===== src/rtl/xint_pkg.sv =====
package xint_pkg;
   typedef enum logic [1:0] {
      EDGE_RISE = 2'b00,
      EDGE_FALL = 2'b01,
      EDGE_BOTH = 2'b10,
      EDGE_OFF  = 2'b11
   } edge_mode_t;
endpackage


===== src/rtl/xint_sync.sv =====
module xint_sync #(
   parameter int STAGES = 2
) (
   input  logic clk,
   input  logic rst_n,
   input  logic d,
   output logic q
);
   logic [STAGES-1:0] sh_q;

   always_ff @(posedge clk or negedge rst_n) begin
      if (!rst_n) sh_q <= '0;
      else        sh_q <= {sh_q[STAGES-2:0], d};
   end

   assign q = sh_q[STAGES-1];
endmodule


===== src/rtl/xint_edge_chan.sv =====
module xint_edge_chan
   import xint_pkg::*;
#(
   parameter int BLANK_CYCLES = 3
) (
   input  logic       clk,
   input  logic       rst_n,
   input  logic       s,
   input  logic       arm,
   input  edge_mode_t mode,
   output logic       hit
);
   localparam int CW = $clog2(BLANK_CYCLES + 1);

   logic          prev_q;
   logic [CW-1:0] cnt_q;
   logic          trans;

   assign trans = arm && (s != prev_q) && (cnt_q == '0);

   always_comb begin
      case (mode)
         EDGE_RISE: hit = trans & s;
         EDGE_FALL: hit = trans & ~s;
         EDGE_BOTH: hit = trans;
         default:   hit = 1'b0;
      endcase
   end

   always_ff @(posedge clk or negedge rst_n) begin
      if (!rst_n) begin
         prev_q <= 1'b0;
         cnt_q  <= '0;
      end else begin
         prev_q <= s;
         if (trans)             cnt_q <= CW'(BLANK_CYCLES);
         else if (cnt_q != '0)  cnt_q <= cnt_q - CW'(1);
      end
   end
endmodule


===== src/rtl/xint_edge_bank.sv =====
module xint_edge_bank
   import xint_pkg::*;
#(
   parameter int NUM_IN       = 8,
   parameter int SYNC_STAGES  = 2,
   parameter int BLANK_CYCLES = 3
) (
   input  logic                  clk,
   input  logic                  rst_n,
   input  logic [NUM_IN-1:0]     irq_in,
   input  logic                  nmi_in,
   input  logic [NUM_IN-1:0]     enable,
   input  logic [2*NUM_IN-1:0]   edge_sel,
   input  logic [NUM_IN-1:0]     pend_clr,
   output logic [NUM_IN-1:0]     pend_o,
   output logic                  nmi_req_o
);
   if (NUM_IN < 1) begin : g_bad_num
      $error("NUM_IN must be at least 1");
   end
   if (SYNC_STAGES < 2) begin : g_bad_sync
      $error("SYNC_STAGES must be at least 2");
   end
   if (BLANK_CYCLES < 1) begin : g_bad_blank
      $error("BLANK_CYCLES must be at least 1");
   end

   logic [SYNC_STAGES:0] arm_q;
   logic                 armed;
   logic [NUM_IN-1:0]    s_sync;
   logic [NUM_IN-1:0]    hit;
   logic [NUM_IN-1:0]    pend_q;
   logic                 nmi_sync;
   logic                 nmi_hit;
   logic                 nmi_req_q;

   always_ff @(posedge clk or negedge rst_n) begin
      if (!rst_n) arm_q <= '0;
      else        arm_q <= {arm_q[SYNC_STAGES-1:0], 1'b1};
   end
   assign armed = arm_q[SYNC_STAGES];

   for (genvar i = 0; i < NUM_IN; i++) begin : g_line
      xint_sync #(.STAGES(SYNC_STAGES)) sync_i (
         .clk   (clk),
         .rst_n (rst_n),
         .d     (irq_in[i]),
         .q     (s_sync[i])
      );
      xint_edge_chan #(.BLANK_CYCLES(BLANK_CYCLES)) chan_i (
         .clk   (clk),
         .rst_n (rst_n),
         .s     (s_sync[i]),
         .arm   (armed),
         .mode  (edge_mode_t'(edge_sel[2*i +: 2])),
         .hit   (hit[i])
      );
      always_ff @(posedge clk or negedge rst_n) begin
         if (!rst_n) pend_q[i] <= 1'b0;
         else        pend_q[i] <= (hit[i] & enable[i]) | (pend_q[i] & ~pend_clr[i]);
      end
   end

   xint_sync #(.STAGES(SYNC_STAGES)) nmi_sync_i (
      .clk   (clk),
      .rst_n (rst_n),
      .d     (nmi_in),
      .q     (nmi_sync)
   );
   xint_edge_chan #(.BLANK_CYCLES(BLANK_CYCLES)) nmi_chan_i (
      .clk   (clk),
      .rst_n (rst_n),
      .s     (nmi_sync),
      .arm   (armed),
      .mode  (EDGE_BOTH),
      .hit   (nmi_hit)
   );

   always_ff @(posedge clk or negedge rst_n) begin
      if (!rst_n) nmi_req_q <= 1'b0;
      else        nmi_req_q <= nmi_hit;
   end

   assign pend_o    = pend_q;
   assign nmi_req_o = nmi_req_q;
endmodule


===== config.mk =====
export PLATFORM = sky130hd
export DESIGN_NAME = xint_edge_bank
export DESIGN_NICKNAME = d
export VERILOG_FILES = /design/src/rtl/xint_pkg.sv /design/src/rtl/xint_sync.sv /design/src/rtl/xint_edge_chan.sv /design/src/rtl/xint_edge_bank.sv
export SDC_FILE = /design/constraint.sdc
export NUM_CORES = 1
export LEC_CHECK = 0
export ABC_CLOCK_PERIOD_IN_PS = 3190
export BUFFER_PORTS_ARGS = -buffer_cell sky130_fd_sc_hd__buf_2
export CORE_ASPECT_RATIO = 1.25
export CORE_UTILIZATION = 55
export DETAILED_ROUTE_END_ITERATION = 10
export GPL_TIMING_DRIVEN = 0
export PLACE_DENSITY = 0.87
export SETUP_SLACK_MARGIN = 0.4
export SLEW_MARGIN = 20
export SYNTH_ARGS = -nofsm -noshare
export SYNTH_HDL_FRONTEND = slang
export SYNTH_HIERARCHICAL = 1
export SYNTH_SLANG_ARGS = --single-unit

===== constraint.sdc =====
create_clock -name clk -period 3.19 [get_ports clk]
set_input_delay 0.319 -clock clk [delete_from_list [all_inputs] [get_ports clk]]
set_output_delay 0.319 -clock clk [all_outputs]
set_load 0.1 [all_outputs]

## Word-level counts from Yosys, hierarchy flattened

Index checks and enable logic that the tools add are counted.

| cells by class | value |
|---|---|
| equal/unequal tests | 25 |
| bitwise gates (word level) | 56 |
| add/subtract/negate cells | 9 |
| reduce and logical (&&, ||, !) cells | 53 |
| muxes and demuxes | 26 |

Operators by type and width:

| cell | count |
|---|---|
| 2-bit two-way mux | 18 |
| 2-bit nonzero test | 18 |
| 2-bit zero test | 17 |
| 1-bit bitwise AND | 32 |
| 1-bit case mux with 3 select lines | 8 |
| 1-bit logical AND | 18 |
| 2-bit by 1-bit subtractor with 2-bit output (second input constant) | 9 |
| 2-bit by 1-bit == test with 1-bit output (second input constant) | 8 |
| 2-bit == test (second input constant) | 8 |
| 1-bit NOT | 16 |
| 1-bit != test | 9 |
| 1-bit OR | 8 |

| storage, ports and cells | value |
|---|---|
| flip-flop bits (word level) | 57 |
| bits of input ports | 43 |
| logic and storage cells | 206 |

## Depth between registers and ports, before layout

| depth | value |
|---|---|
| word-level depth | 7 |
| depth in mapped cells | 6 |
| depth with buffers taken out | 6 |

## Modules after synthesis

The synthesis kept the hierarchy.

By module, submodules not included:

| module | cells an instance | sequential area each (um^2) | area an instance (um^2) | times used |
|---|---|---|---|---|
| xint_edge_chan | 17 | 75.1 | 175.2 | 9 |
| xint_sync | 2 | 50.0 | 50.0 | 9 |
| xint_edge_bank | 38 | 300.3 | 437.9 | 1 |

## Worst setup path after synthesis

No wires, ideal clock.

| timing path | value |
|---|---|
| path kind | register to register |
| from | register pend_q[0], in the netlist pend_o[0] |
| to | register pend_q[0], in the netlist pend_o[0] |
| cell stages (with the launch flop) | 3 |
| data arrival time | 1.170 ns |
| slack | 1.946 ns |
| required time | 3.116 ns |
| library setup time | 0.074 ns |
| period minus slack after synthesis | 1.244 ns |
| path buffers | 0 |
| cells stage by stage | dfrtp_1 > inv_1 > o21ai_2 |

| on the way | value |
|---|---|
| word-level cells in the longest chain between the ends | 2 |

RTL lines:

| item | RTL line | source |
|---|---|---|
| start, declared | xint_edge_bank.sv:32 | `logic [NUM_IN-1:0] pend_q;` |
| start signal, assigned by index | xint_edge_bank.sv:60 | `else pend_q[i] <= (hit[i] & enable[i]) \| (pend_q[i] & ~pend_clr[i]);` |
| 1-bit bitwise AND | xint_edge_bank.sv:60 |  |
| 1-bit OR | xint_edge_bank.sv:60 |  |

Every way passes these cells.
A chain may end at the register's enable or synchronous reset.

## Worst setup path in the final report

| timing path | value |
|---|---|
| from | register pend_q[3], in the netlist pend_o[3] |
| to | output port pend_o[3] |

RTL lines:

| item | RTL line | source |
|---|---|---|
| end, declared | xint_edge_bank.sv:15 | `output logic [NUM_IN-1:0] pend_o,` |

No word-level cell between the ends.

==> flow_summary.toml <==
[min_path]
hp-class = "in -> async"

[critical_path]
cp_max_fo = 2
cp-startpoint = "pend_o[3]"
r2r-start = "arm_q[2]"
worstPathCellList = "buf_2"
crit_family = "buffers and inverters"
cp_num_buf_inv = 1
endpoint_kind = "output port"
slowest_delay_ps = 430
path_class = "reg -> out"
crit_arrival_ps = 1100
cp_slowest_cell = "buf_2"
worstSetupStartpointType = "flop"
worstPathRequired_ps = 2870

[clock_tree]
cts_made_buffers = 9
cts_resized = 0
cts_max_level = 3
clock-sinks = 57
insertion_delay_ps = 320
postCtsHoldBufs = 0
cts_tree = "done"
cts.reportedPaths.clkPinSlew_ps = 60
cts_root_buffer = "clkbuf_8"
clockBufferDepth = 2
cts_setup_buffers = 0

[die]
ios = 52
dieWidth_um = 61.9
start_util_pct = 58.7
core_sq_mm = 0.00420
core.rowCount = 26
dieArea_sq_mm = 0.00475
die_height_um = 76.8

[layout]
antenna_cells = 0
fin_cells = 332
drive_above_1_share_pct = 31.9
fin_nets = 325
fillCellCount = 328
areaGrowthSynthToFinish_pct = 20.2

[logic_synthesis]
yosysUniqueCellTypes = 13
avgSynthCellArea_sq_um = 11.8
ys_seq_area_share_pct = 57.9
ys_ff_latch = 57
netlist_area_sq_mm = 0.00246
yosys_warnings = 6
synthCells = 209

[routing]
wl_per_cell_um = 10.7
routed_via_density = 4.76
wl_um = 3570
drc_errors = 0
drt_iter0_drc = 29
drtPass1Iterations = 4
ant_nets = 0
vias = 1579

[timing]
rsz0062_at_grt = "no"
finalHoldViolations = 0
period_share_pct = 44.5
layout_min_cycle_time_ps = 1420
hold_ws_ps = 36.3
slew_violations = 0
relSlewSlack_pct = 54.3
finalSetupViolCount = 0
clock.fmax_ghz = 0.705
finalSetupTns_ps = 0
tightest_slew_ps = 685
fin_skew_ps = 5.12

[power_and_ir_drop]
irDropWorstVdd_uv = 471
cellPowerDensity_mw_per_mm2 = 746
power.static_leakage_nw = 1.56

[global_routing]
grt_usage_pct = 18.2
antenna_found_initial = 0
grt_first_pass_wirelength_um = 6180
grt_max_degree = 58
overflow = 0
grt_pass1_vias = 1600

[job]
max_cap_violations = 0

[place]
dp.final_hpwl_um = 2590
dp.cells = 318
gp_congestion = 0.682
io_buffers = 51

[run_status]
status = "completed"
final cells by class:
| type | count | area (sq um) | share of cell area, % |
|---|---|---|---|
| clock buffers | 14 | 163 | 5.49 |
| inverters | 44 | 165 | 5.57 |
| multi-input cells | 110 | 881 | 29.7 |
| flip-flops and latches | 57 | 1430 | 48.1 |
| well taps | 56 | 70.1 | 2.36 |
| repair buffers | 51 | 258 | 8.70 |
registers in the layout, summed over array words and instances, names as in the netlist:
signal and flops:
nmi_chan_i/cnt_q 2, g_line.sync_i/sh_q 16, nmi_req_o 1, g_line.chan_i/prev_q 8, pend_o 8, g_line.chan_i/cnt_q 16, arm_q 3, nmi_chan_i/prev_q 1
nmi_sync_i/sh_q 2
metal layers:
metal | wire (um) | part of all wire (%) | vias up | global-route usage [%]
met5 | 0 | 0 | - | 0
met4 | 122 | 3.4 | 0 | 13.3
met3 | 122 | 3.4 | 9 | 3.54
met2 | 1830 | 51 | 40 | 30.2
met1 | 1500 | 42 | 744 | 19.5
li1 | - | - | 786 | -
cell usage in the layout, fill, tap and decap left out:
cell and instances:
dfrtp_1 57, buf_2 50, inv_1 44, nand2_1 17, o21ai_2 17, clkbuf_8 11, xor2_1 9, nor3b_1 9
a31oi_1 9, nor2_1 9, xnor2_1 9, mux2i_1 9, mux2_4 9, ha_1 9, conb_1 4, clkbuf_1 3
buf_4 1
cells in the mapped netlist:
library cell  instances  area share (%)
dfrtp_1              57              58
nor3b_1               9             2.7
nor2_1                9             1.4
ha_1                  9             4.6
inv_1                44             6.7
mux2_4                9             5.5
o21ai_2              17             6.0
a31oi_1               9             2.3
nand2_1              17             2.6
conb_1                2            0.30
xnor2_1               9             3.2
xor2_1                9             3.2
mux2i_1               9             3.7
through the flow:
stage	setup slack [ps]	total power [W]	cell area, sq um	util, %
floorplan	1950	0.00153	2470	-
finish	1770	0.00221	2960	70.6
global route	1690	0.00237	2960	70.6
global placement	1770	0.00162	2800	66.7
detailed placement	1820	0.00168	2800	66.7
CTS	1750	0.00225	2960	70.6
final timing paths:
kind | slack, ps | to | cells after the start
max reg2reg | 1850 | nmi_chan_i/cnt_q[1] | 3
min in group clk | 100 | g_line[6].sync_i/sh_q[0] | 1
max | 1770 | pend_o[3] | 1
max in group asynchronous | 2690 | g_line[2].chan_i/cnt_q[0] | 1
min reg2reg | 350 | g_line[5].sync_i/sh_q[1] | 0
min | 40 | pend_o[4] | 1
cell families (layout without fill, tap and decap cells):
family,count (synthesis),count (layout),share of synthesized area [%]
flops,57,57,57.9
buf+inv,44,109,6.70
simple gates,35,35,6.70
compound gates,26,26,8.32
xor+xnor,18,18,6.40
mux,18,18,9.14
fa+ha+maj,9,9,4.57
other cells,2,4,0.305
where the power goes:
| group | switching (W) | total, W | internal (W) |
|---|---|---|---|
| Sequential | 0.0000510 | 0.000929 | 0.000878 |
| Clock | 0.000243 | 0.000559 | 0.000316 |
| Combinational | 0.000367 | 0.000723 | 0.000355 |
| Total | 0.000661 | 0.00221 | 0.00155 |
No activity file was read; power rests on OpenSTA's default activity.
